## src/rtl/gpio_port_pkg.sv

```systemverilog
package gpio_port_pkg;

    typedef struct packed {
        logic drv_3v3;
        logic spi_use;
        logic out_en;
        logic pull_up;
        logic open_drain;
        logic hi_sink;
        logic ttl_thr;
        logic irq_fall;
        logic irq_en;
    } pin_cfg_t;

    localparam int CFG_W = $bits(pin_cfg_t);

    localparam int ADDR_DATA  = 0;
    localparam int ADDR_PEND  = 1;
    localparam int ADDR_LEVEL = 2;
    localparam int ADDR_GROUP = 3;
    localparam int ADDR_CFG0  = 4;

    typedef enum logic {
        GRP_READY   = 1'b0,
        GRP_LATCHED = 1'b1
    } grp_state_t;

endpackage

```

## src/rtl/gpio_in_sync.sv

```systemverilog
module gpio_in_sync #(
    parameter int NPINS = 8
) (
    input  logic             clk,
    input  logic             rst_n,
    input  logic [NPINS-1:0] pad_in,
    output logic [NPINS-1:0] lvl,
    output logic [NPINS-1:0] lvl_prev
);
    logic [NPINS-1:0] meta_q;

    always_ff @(posedge clk or negedge rst_n) begin
        if (!rst_n) begin
            meta_q   <= '0;
            lvl      <= '0;
            lvl_prev <= '0;
        end else begin
            meta_q   <= pad_in;
            lvl      <= meta_q;
            lvl_prev <= lvl;
        end
    end
endmodule

```

## src/rtl/gpio_pad_mux.sv

```systemverilog
module gpio_pad_mux #(
    parameter int NPINS = 8
) (
    input  logic [NPINS-1:0] data_bits,
    input  logic [NPINS-1:0] oe_bits,
    input  logic [NPINS-1:0] od_bits,
    input  logic [NPINS-1:0] spi_bits,
    input  logic [NPINS-1:0] spi_out,
    input  logic [NPINS-1:0] spi_oe,
    output logic [NPINS-1:0] pad_out,
    output logic [NPINS-1:0] pad_oe
);
    for (genvar i = 0; i < NPINS; i++) begin : g_pin
        always_comb begin
            if (spi_bits[i]) begin
                pad_out[i] = spi_out[i];
                pad_oe[i]  = spi_oe[i];
            end else if (od_bits[i]) begin
                pad_out[i] = 1'b0;
                pad_oe[i]  = oe_bits[i] & ~data_bits[i];
            end else begin
                pad_out[i] = data_bits[i];
                pad_oe[i]  = oe_bits[i];
            end
        end
    end
endmodule

```

## src/rtl/gpio_group_fsm.sv

```systemverilog
module gpio_group_fsm
    import gpio_port_pkg::*;
#(
    parameter int               NPINS = 8,
    parameter logic [NPINS-1:0] MASK  = '0
) (
    input  logic             clk,
    input  logic             rst_n,
    input  logic [NPINS-1:0] act_edge,
    input  logic [NPINS-1:0] irq_en,
    input  logic [NPINS-1:0] inactive,
    output logic             fire
);
    grp_state_t       state_q, state_d;
    logic [NPINS-1:0] contrib;
    logic             hit, quiet;

    assign contrib = irq_en & MASK;
    assign hit     = |(act_edge & contrib);
    assign quiet   = &(~contrib | inactive);

    always_ff @(posedge clk or negedge rst_n) begin
        if (!rst_n) state_q <= GRP_READY;
        else        state_q <= state_d;
    end

    always_comb begin
        state_d = state_q;
        unique case (state_q)
            GRP_READY:   if (hit)   state_d = GRP_LATCHED;
            GRP_LATCHED: if (quiet) state_d = GRP_READY;
            default:                state_d = GRP_READY;
        endcase
    end

    always_comb begin
        unique case (state_q)
            GRP_READY:   fire = hit;
            GRP_LATCHED: fire = 1'b0;
            default:     fire = 1'b0;
        endcase
    end
endmodule

```

## src/rtl/gpio_port_ctrl.sv

```systemverilog
module gpio_port_ctrl
    import gpio_port_pkg::*;
#(
    parameter int               NPINS       = 8,
    parameter logic [NPINS-1:0] SHARED_MASK = 8'hF0,
    parameter int               DATA_W      = 16,
    parameter int               ADDR_W      = $clog2(NPINS + ADDR_CFG0)
) (
    input  logic              clk,
    input  logic              rst_n,
    input  logic              bus_we,
    input  logic [ADDR_W-1:0] bus_addr,
    input  logic [DATA_W-1:0] bus_wdata,
    output logic [DATA_W-1:0] bus_rdata,
    input  logic [NPINS-1:0]  pad_in,
    output logic [NPINS-1:0]  pad_out,
    output logic [NPINS-1:0]  pad_oe,
    input  logic [NPINS-1:0]  spi_out,
    input  logic [NPINS-1:0]  spi_oe,
    output logic [NPINS-1:0]  pad_ttl,
    output logic [NPINS-1:0]  pad_hisink,
    output logic [NPINS-1:0]  pad_pullup,
    output logic [NPINS-1:0]  pad_3v3,
    output logic [NPINS-1:0]  irq_pin,
    output logic              irq_shared
);
    pin_cfg_t         cfg_q [NPINS];
    logic [NPINS-1:0] data_q, pend_q;
    logic             grp_q;

    logic [NPINS-1:0] en_v, fall_v, od_v, oe_v, spi_v;
    logic [NPINS-1:0] lvl, lvl_prev, act_edge, inactive;
    logic [NPINS-1:0] pend_set, w1c;
    logic             grp_fire, grp_clr;

    for (genvar i = 0; i < NPINS; i++) begin : g_fields
        assign en_v[i]       = cfg_q[i].irq_en;
        assign fall_v[i]     = cfg_q[i].irq_fall;
        assign od_v[i]       = cfg_q[i].open_drain;
        assign oe_v[i]       = cfg_q[i].out_en;
        assign spi_v[i]      = cfg_q[i].spi_use;
        assign pad_ttl[i]    = cfg_q[i].ttl_thr;
        assign pad_hisink[i] = cfg_q[i].hi_sink;
        assign pad_pullup[i] = cfg_q[i].pull_up;
        assign pad_3v3[i]    = cfg_q[i].drv_3v3;
    end

    gpio_in_sync #(.NPINS(NPINS)) u_sync (
        .clk(clk), .rst_n(rst_n), .pad_in(pad_in), .lvl(lvl), .lvl_prev(lvl_prev)
    );

    gpio_pad_mux #(.NPINS(NPINS)) u_mux (
        .data_bits(data_q), .oe_bits(oe_v), .od_bits(od_v), .spi_bits(spi_v),
        .spi_out(spi_out), .spi_oe(spi_oe), .pad_out(pad_out), .pad_oe(pad_oe)
    );

    always_comb begin
        for (int i = 0; i < NPINS; i++) begin
            act_edge[i] = fall_v[i] ? (lvl_prev[i] & ~lvl[i]) : (~lvl_prev[i] & lvl[i]);
            inactive[i] = (lvl[i] == fall_v[i]);
        end
    end

    gpio_group_fsm #(.NPINS(NPINS), .MASK(SHARED_MASK)) u_grp (
        .clk(clk), .rst_n(rst_n), .act_edge(act_edge), .irq_en(en_v),
        .inactive(inactive), .fire(grp_fire)
    );

    assign pend_set = act_edge & en_v & ~SHARED_MASK;
    assign w1c      = (bus_we && bus_addr == ADDR_W'(ADDR_PEND)) ? bus_wdata[NPINS-1:0] : '0;
    assign grp_clr  = bus_we && bus_addr == ADDR_W'(ADDR_GROUP) && bus_wdata[0];

    always_ff @(posedge clk or negedge rst_n) begin
        if (!rst_n) begin
            data_q <= '0;
            pend_q <= '0;
            grp_q  <= 1'b0;
            for (int i = 0; i < NPINS; i++) cfg_q[i] <= '0;
        end else begin
            pend_q <= (pend_q & ~w1c) | pend_set;
            grp_q  <= (grp_q & ~grp_clr) | grp_fire;
            if (bus_we && bus_addr == ADDR_W'(ADDR_DATA)) data_q <= bus_wdata[NPINS-1:0];
            for (int i = 0; i < NPINS; i++) begin
                if (bus_we && bus_addr == ADDR_W'(ADDR_CFG0 + i))
                    cfg_q[i] <= pin_cfg_t'(bus_wdata[CFG_W-1:0]);
            end
        end
    end

    always_comb begin
        bus_rdata = '0;
        if (bus_addr == ADDR_W'(ADDR_DATA))  bus_rdata[NPINS-1:0] = data_q;
        if (bus_addr == ADDR_W'(ADDR_PEND))  bus_rdata[NPINS-1:0] = pend_q;
        if (bus_addr == ADDR_W'(ADDR_LEVEL)) bus_rdata[NPINS-1:0] = lvl;
        if (bus_addr == ADDR_W'(ADDR_GROUP)) bus_rdata[0]         = grp_q;
        for (int i = 0; i < NPINS; i++) begin
            if (bus_addr == ADDR_W'(ADDR_CFG0 + i)) bus_rdata[CFG_W-1:0] = cfg_q[i];
        end
    end

    assign irq_pin    = pend_q;
    assign irq_shared = grp_q;
endmodule

```

## config.mk

```make
export PLATFORM = sky130hd
export DESIGN_NAME = gpio_port_ctrl
export DESIGN_NICKNAME = d
export VERILOG_FILES = /design/src/rtl/gpio_port_pkg.sv /design/src/rtl/gpio_in_sync.sv /design/src/rtl/gpio_pad_mux.sv /design/src/rtl/gpio_group_fsm.sv /design/src/rtl/gpio_port_ctrl.sv
export SDC_FILE = /design/constraint.sdc
export NUM_CORES = 1
export LEC_CHECK = 0
export ABC_AREA = 1
export BUFFER_PORTS_ARGS = -buffer_cell sky130_fd_sc_hd__buf_2
export CORE_MARGIN = 5
export CORE_UTILIZATION = 49
export CTS_CLUSTER_SIZE = 12
export DETAILED_ROUTE_END_ITERATION = 10
export PLACE_DENSITY = 0.76
export SYNTH_ARGS = -nofsm -noshare
export SYNTH_HDL_FRONTEND = slang
export SYNTH_SLANG_ARGS = --single-unit
```

## constraint.sdc

```tcl
create_clock -name clk -period 1 [get_ports clk]
set_input_delay 0.1 -clock clk [delete_from_list [all_inputs] [get_ports clk]]
set_output_delay 0.1 -clock clk [all_outputs]
set_load 0.05 [all_outputs]
```

* Word level (Yosys, flattened, before mapping)
Cells that the tools add are included.
** Storage, ports and cells
- Register bits :: 114
- Bits in latches :: 0
- Memory bits (writable) :: 0
- Memory bits (read-only) :: 0
- Input bits :: 47
- Output and inout bits :: 73
- Memories :: 0
** Operators by class
- $add $sub $neg :: 0
- Multiply operators :: 0
- Divide/modulo/power cells :: 0
- $lt $le $gt $ge :: 0
- Equality and inequality tests :: 19
- Shifts and indexed selects :: 0
- Muxes and demuxes :: 57
- Bitwise logic cells :: 59
- Reductions and logical operators :: 15
** Operators with widths (count)
- 2-to-1 mux 9 bit :: 8
- 2-to-1 mux 1 bit :: 43
- 2-to-1 mux 8 bit :: 4
- NOT 1 bit :: 26
- AND 1 bit :: 25
- AND 8 bit :: 2
- == test 4 x 3 -> 1 bit, second input constant :: 4
- == test 4 bit, second input constant :: 4
- NOT 8 bit :: 2
- logical AND 1 bit :: 12
- == test 1 bit :: 8
- == test 4 x 2 -> 1 bit, second input constant :: 2
- bitwise OR 8 x 4 -> 8 bit :: 1
- bitwise OR 8 bit :: 1
- AND reduction 8 bit :: 1
- OR reduction 8 bit :: 1
- AND 4 bit :: 1
- == test 4 x 1 -> 1 bit, second input constant :: 1
- logical NOT 4 bit :: 1
- one-hot mux 1 bit (2 select lines) :: 2
- bitwise OR 1 bit :: 1

* Logic depth before layout (Yosys ltp)
Gate-level depths: netlist of the first run.
- Depth after elaboration :: 13
- Mapped depth :: 9
- Depth with buffers taken out :: 9

* Cells and area by module
From an unflattened synthesis of the first run, not the netlist that was laid out.
** Unflattened totals
- Cell total of the unflattened synthesis :: 681
- Area, all modules :: 5659.2 µm²
** By module, submodules not included
- gpio_port_ctrl :: instances 1, cells each 572, area an instance 4669.5 µm², sequential area each 2227.1 µm²
- gpio_in_sync :: instances 1, cells each 24, area an instance 600.6 µm², sequential area each 600.6 µm²
- gpio_pad_mux :: instances 1, cells each 64, area an instance 280.3 µm², sequential area each 0.0 µm²
- gpio_group_fsm :: instances 1, cells each 21, area an instance 108.9 µm², sequential area each 25.0 µm²

* Worst setup path before layout of the first run
Ideal clock, no wire load.
- Path type :: register -> output
- Start point :: register cfg_q[25] (netlist name)
- End point :: output port pad_out[5]
- Data arrival time :: 1.592 ns
- Data required time :: 0.900 ns
- Path slack :: -0.692 ns
- Stages on the path, launching flop included :: 4
- Buffers on the path :: 0
- Path through :: dfrtp_1 inv_1 nand2_1 o21ai_0
** On the way
- Word-level cells in the longest chain between the ends :: 1
** Ends and longest elaborated chain
- from (decl) :: line gpio_port_ctrl.sv:27 : pin_cfg_t cfg_q [NPINS];
- from (signal, indexed assignment) :: line gpio_port_ctrl.sv:85 : cfg_q[i] <= pin_cfg_t'(bus_wdata[CFG_W-1:0]);
- 2-to-1 mux 1 bit :: line gpio_pad_mux.sv:15 : if (spi_bits[i]) begin
- to (decl) :: line gpio_port_ctrl.sv:16 : output logic [NPINS-1:0] pad_out,
Every way passes these cells.

* Final worst setup path of the first run
- Start point :: register u_sync.lvl[0]
- End point :: output port bus_rdata[0]
** On the way
- Word-level cells in the longest chain between the ends :: 10
** Ends and longest elaborated chain
- from (decl) :: line gpio_in_sync.sv:7 : output logic [NPINS-1:0] lvl,
- from (signal assigned) :: line gpio_in_sync.sv:19 : lvl <= meta_q;
- 2-to-1 mux 8 bit :: line gpio_port_ctrl.sv:94 : if (bus_addr == ADDR_W'(ADDR_LEVEL)) bus_rdata[NPINS-1:0] = lvl;
- 2-to-1 mux 1 bit :: line gpio_port_ctrl.sv:95 : if (bus_addr == ADDR_W'(ADDR_GROUP)) bus_rdata[0] = grp_q;
- 2-to-1 mux 9 bit (8 in series) :: line gpio_port_ctrl.sv:97 : if (bus_addr == ADDR_W'(ADDR_CFG0 + i)) bus_rdata[CFG_W-1:0] = cfg_q[i];
- to (decl) :: line gpio_port_ctrl.sv:14 : output logic [DATA_W-1:0] bus_rdata,
Every way passes these cells.

==> reports/qor.txt, run 1 <==
status = finished with violations
failing checks = setup timing
Mapped Cells = 654
WS Path Type = flop to primary output
nets@finish = 916
I/O pin total = 120
Startpoint Class = flop
HPWL Detailed = 12.0 mm
Tmin final = 1.99 ns
TritonCTS buffer count = 17
CP max stage delay = 0.41 ns
die area = 13400 µm²
post-layout util = 0.785
synth-to-layout area growth = 56.2%
commonest non-fill, non-tap cell in the layout = nand2_1
Core Region = 10900 µm²
die width = 116 µm
CP cell instances = nand3_1, nand4_1, nor2_2, nand4_1, nor2_1, nand4_1, buf_6
CP Data Arrival Time = 1.89 ns
slowest stage cell, crit path = dfrtp_1
Max transition margin = 0.621
hold_sp = bus_wdata[0]
initial antenna violation count = 0
PortBufs = 105
routed len/inst = 19.3 µm
Final Cell Area = 8550 µm²
Routed WL = 19.7 mm
post-route clock skew = 0.00442 ns
Sink Count = 114
period utilization = 1.99
largest family of logic cells by synthesized area = simple AND/OR/NAND/NOR gates
CTS Buffer Depth = 2
Area after DPL = 6840 µm²
Worst-path clk slew = 0.06 ns
most frequent cells in the layout = nand2_1, dfrtp_1, buf_6
worst ir drop on vdd = 0.00159 V
die height = 116 µm
final worst setup slack = -0.988 ns
#FFs+latches synth = 114
Avg Cell Area, Syn = 8.37 µm²
via count = 5725
Ys Warns = 0
Initial Utilization = 0.503
unrepaired setup endpoints after global routing = true
Worst Path Max Fanout = 2
final hold violation count = 0
ANT cells = 0
Syn Std Cell Area = 5470 µm²
total of max-cap violations = 0
area fraction in compound gates after synthesis = 0.118
worst skew pair latency = 0.53 ns
Setup TNS = -28.16 ns
layout cells sized above 1 = 0.420
Tot GR Track Use = 0.299
Distinct cells, synth = 32
GP Congestion = 0.904
Worst Setup End Kind = primary output
adder-cell share of the synthesized area = 0
Seq/Total Area, Yosys = 0.521
first-pass GRT wire length = 30.6 mm
DRC = 0
max frequency = 503 MHz
RR Startpoint = u_sync.lvl[4]
worst path required time = 0.90 ns
P_leak = 4.24 nW
CP Buf/Inv Count = 1
Post-DRT Antenna Nets = 0
clk root buf = clkbuf_8
mux cell area share after synthesis = 0
Worst Hold Class = input port to flop
XOR/XNOR Fraction of Synth Area = 0
vias per cell = 5.60
Final Max Slew Viols = 0
Worst Tran Pin Value = 0.567 ns
TritonRoute pass-1 iters = 5
Pwr Density = 2220 nW/µm²
FP Rows = 38
largest net degree at the start of global routing = 74
simple logic cell fraction of the synthesized area = 0.254
delay-heaviest family, CP = simple AND/OR/NAND/NOR gates
Starting DRT DRC Count = 684
crit-path most repeated cell = nand4_1
CP startpoint = u_sync.lvl[0]
CTS tree = built
CTS H-tree lvls = 4
vias in the first global route = 6012
setup violators final = 71
global route overflow = 0
[state kept, by name, summed over array words and instances (netlist names)]
name	cells
u_sync.meta_q	8
pad_ttl	8
cfg_q	40
u_sync.lvl_prev	8
u_grp.state_q	1
pad_3v3	8
data_q	8
irq_pin	8
pad_hisink	8
irq_shared	1
u_sync.lvl	8
pad_pullup	8
[stage by stage]
step / hold slack, ns / setup slack (ns) / power, W / std cells
after global routing: 0.00256 / -1.07 / 0.0196 / 1022
after CTS: 0.000733 / -0.949 / 0.0183 / 1013
after global placement: 0.104 / -0.576 / 0.0114 / 963
after detailed placement: 0.111 / -0.623 / 0.0116 / 963
after floorplan: -0.196 / -0.518 / 0.00975 / 660
final: 0.00935 / -0.988 / 0.0190 / 1022
[Yosys cell counts, drive strengths merged]
master  number  area (µm²)
nor3         4        31.3
o21ai       96         507
a32o         3        30.0
inv         56         210
buf         47         358
conb         1        3.75
o21a         2        15.0
o211ai       4        30.0
o22ai        1        6.26
nand4       16         100
a21oi        3        15.0
a21o         2        15.0
nand3b       2        15.0
dfrtp      114        2850
nand2      221         875
nor2        49         231
a22o         2        17.5
nand3       27         140
clkbuf       3        12.5
o31ai        1        7.51
[path summary, 6_finish.rpt]
kind                            endpoint  slack (ns)  cells after the start
setup / recovery            bus_rdata[0]       -0.99                      7
hold / removal                 cfg_q[45]       0.009                      4
setup reg to reg           u_grp.state_q       -0.38                      7
hold reg to reg            u_sync.lvl[0]        0.35                      0
max in group asynchronous      cfg_q[13]        0.51                      3
min in group asynchronous  pad_hisink[1]        0.09                      3
[area by class of cell]
cell class              count  area (µm²)
clock buffers              21         439
inverters                  56         215
clock inverters            11        65.1
repair buffers            240        2450
fillers                   635        2340
well taps                 140         175
multi-input cells         440        2330
flip-flops and latches    114        2870
[logic make-up after synthesis]
group / count (synthesis)
buffers and inverters: 106
AO/OA/AOI/OAI: 114
AND/OR/NAND/NOR: 319
flip-flops: 114
other: 1
[report_power, final]
group | internal (W) | switching (W) | leakage, nW
Clock | 0.00307 | 0.00217 | 0.243
Combinational | 0.00324 | 0.00436 | 2.60
Sequential | 0.00541 | 0.000715 | 1.40
[layer usage]
layer | global-route usage | up-vias | part of all wire
met5 | 0 | - | 0
met4 | 0.179 | 0 | 0.060
met3 | 0.0695 | 115 | 0.083
met2 | 0.501 | 368 | 0.50
met1 | 0.350 | 2727 | 0.36
li1 | - | 2515 | -
[worst reg2reg max path: cells and delay by family, from the launching register on]
kind	cells	cell delay [ns]
buffers and inverters	2	0.26
and+or+nand+nor	1	0.16
AOI/OAI and AO/OA	4	0.43
DFF	1	0.41
[timing repair]
item	4_1_cts	5_1_grt
setup endpoints to repair	70	76
endpoints found under the hold margin	129	0
pin swaps	22	22
setup buffers	16	24
gates resized for setup	242	69
hold buffers	13	0
Power figures use the tool's default switching activity.
==> run 2: changes to the inputs <==
Settings changed: CORE_UTILIZATION 49 to 59, GPL_TIMING_DRIVEN set to 0, PLACE_DENSITY 0.76 to 0.86.
Clock period 1 ns to 2.47 ns, I/O delays scaled along.
==> run 2 against run 1 <==
  * The flow now finishes without violations
  * Critical path depth unchanged
  * Cell count decreased by 10%
  * Die area is 16% lower
  * Utilization shrank 3.1 points
  * Final area decreased by 19%
  * Setup slack better by 1.2 ns
  * Critical endpoint unchanged
  * Highest routed layer unchanged
==> reports/qor.txt, run 2 (synthesized netlist as in run 1, its figures left out) <==
Max transition margin = 0.562 (-0.0589)
Multi-input gate area = 2060 µm² (-12%)
Starting DRT DRC Count = 409 (-40%)
Initial Utilization = 0.598 (+0.0953)
TritonCTS buffer count = 17 (unchanged)
max frequency = 434 MHz
die area = 11300 µm² (-16%)
Largest register FFs = 40 (unchanged)
Worst-path clk slew = 0.05 ns (about the same)
Routed WL = 15.6 mm (-21%)
vias per cell = 5.62 (+0.28%)
status = finished clean
Sink Count = 114 (unchanged)
unrepaired setup endpoints after global routing = false
CTS tree = built
ANT cells = 0 (unchanged)
Hold Path Cell Cnt = 3 (-1)
first-pass GRT wire length = 25.7 mm (-16%)
WS Path Type = flop to primary output
hold_sp = bus_wdata[2]
FF-to-FF End = u_grp.state_q
worst skew pair latency = 0.50 ns (-0.03 ns)
Final Max Slew Viols = 0 (unchanged)
Area after DPL = 6190 µm² (-9.4%)
Tmin final = 2.31 ns
vias in the first global route = 5207 (-13%)
PortBufs = 105 (unchanged)
via count = 5157 (-9.9%)
Post-CTS Hold Fix Bufs = 9 (-4)
worst path required time = 2.22 ns (+1.32 ns)
reg-to-reg slack, setup = 1.17 ns (+1.55 ns)
layout cells sized above 1 = 0.268 (-0.152)
Tot GR Track Use = 0.291 (-0.00797)
Setup TNS = 0 ns (+28.16 ns)
post-layout util = 0.754 (-0.0314)
largest net degree at the start of global routing = 75 (+1.4%)
TritonRoute pass-1 iters = 5 (unchanged)
WHS Endpoint = irq_pin[2]
die width = 106 µm (-8.1%)
Startpoint Class = flop
R2R depth = 5 (-2)
Setup Fix Bufs, Post-CTS = 0 (-16)
post-route clock skew = 0.00607 ns (+0.00165 ns)
Reg area = 2850 µm² (-0.44%)
Reg with most FFs = cfg_q
worst ir drop on vdd = 0.00117 V (-26%)
most frequent cells in the layout = nand2_1, dfrtp_1, buf_2
Pwr Density = 1010 nW/µm² (-54%)
Post-DRT Antenna Nets = 0 (unchanged)
total of max-cap violations = 0 (unchanged)
die height = 106 µm (-8.1%)
clk root buf = clkbuf_8
Core Region = 9150 µm² (-16%)
Final Cell Area = 6900 µm² (-19%)
synth-to-layout area growth = 26.0%
HPWL Detailed = 10.8 mm (-10%)
post-cts resize count = 0 (-100%)
commonest non-fill, non-tap cell in the layout = nand2_1
most used routing layer in global routing = met2
met3 Resource Use GR = 0.0832 (+0.0137)
DRC = 0 (unchanged)
placed cell count = 877 (-8.9%)
Worst Path Max Fanout = 4 (+2)
FP Rows = 35 (-7.9%)
Worst Setup End Kind = primary output
CTS H-tree lvls = 4 (unchanged)
CP Data Arrival Time = 2.06 ns (+0.17 ns)
GP Congestion = 0.909 (+0.60%)
Worst Hold Class = input port to flop
period utilization = 0.933
WHS = 0.0606 ns (+0.0513 ns)
RR Startpoint = u_sync.lvl[6]
post-route insts no fill = 918 (-10%)
met1 usage = 0.355 (+0.00470)
global route overflow = 0 (unchanged)
setup violators final = 0 (-100%)
routed len/inst = 17.0 µm (-12%)
nets@finish = 841 (-8.2%)
initial antenna violation count = 0 (unchanged)
P_leak = 3.60 nW (-15%)
final hold violation count = 0 (unchanged)
Worst Tran Pin Value = 0.657 ns (+0.0904 ns)
I/O pin total = 120 (unchanged)
CTS Buffer Depth = 2 (unchanged)
met2 GRT Util = 0.480 (-0.0215)
filler cell count = 638 (+0.47%)
## run 2: cell types whose count changed in the layout (fill, tap and decap cells not counted), moves of 11 or more
cell | before | now
nand3_2 | 12 | 1
buf_2 | 38 | 108
nand3_1 | 13 | 26
buf_8 | 36 | 0
inv_2 | 18 | 6
nand2_1 | 183 | 211
inv_1 | 36 | 50
buf_4 | 58 | 40
buf_6 | 85 | 4
nand2_2 | 26 | 6
## run 2: worst max-delay path, cell delays in order, from the launching register on
cell     delay [ns]
dfrtp_1        0.43
nand3_1        0.11
nand4_1        0.09
nor2_1         0.19
nand4_1        0.14
nor2_1         0.19
nand4_1        0.16
buf_2          0.25
## run 2: worst max path at each step
stage,start,end,slack [ns],cells past startpoint
6_report,data_q[0],bus_rdata[0],0.16,7
2_1_floorplan,cfg_q[25],pad_out[5],0.63,3
3_5_place_dp,bus_addr[2],bus_rdata[7],0.37,11
5_1_grt,u_sync.lvl[7],bus_rdata[7],0.11,7
4_1_cts,data_q[0],bus_rdata[0],0.20,7
3_3_place_gp,rst_n,cfg_q[7],-0.11,1
## run 2: final cells by class
| class | instances | area share |
|---|---|---|
| flip-flops and latches | 114 | 0.414 |
| multi-input cells | 440 | 0.299 |
| repair buffers | 115 | 0.0936 |
| clock buffers | 22 | 0.0671 |
| plain buffers | 50 | 0.0537 |
| inverters | 56 | 0.0305 |
| clock inverters | 10 | 0.0225 |
| well taps | 111 | 0.0201 |
## run 2: per-layer routing
layer,up-vias,share of wire
met5,-,0
met4,0,0.041
met3,73,0.10
met2,337,0.49
met1,2393,0.37
li1,2354,-
## run 2: metrics by stage
stage / power [W] / worst slack (ns)
global route: 0.00727 / 0.106
detailed placement: 0.00441 / 0.375
floorplan: 0.00391 / 0.631
global placement: 0.00435 / -0.107
CTS: 0.00697 / 0.195
finish: 0.00697 / 0.165
## run 2: where the power goes
part	switching, W	internal (W)
combinational	0.00137	0.000564
sequential	0.000310	0.00219
clock	0.000835	0.00171
total	0.00251	0.00446
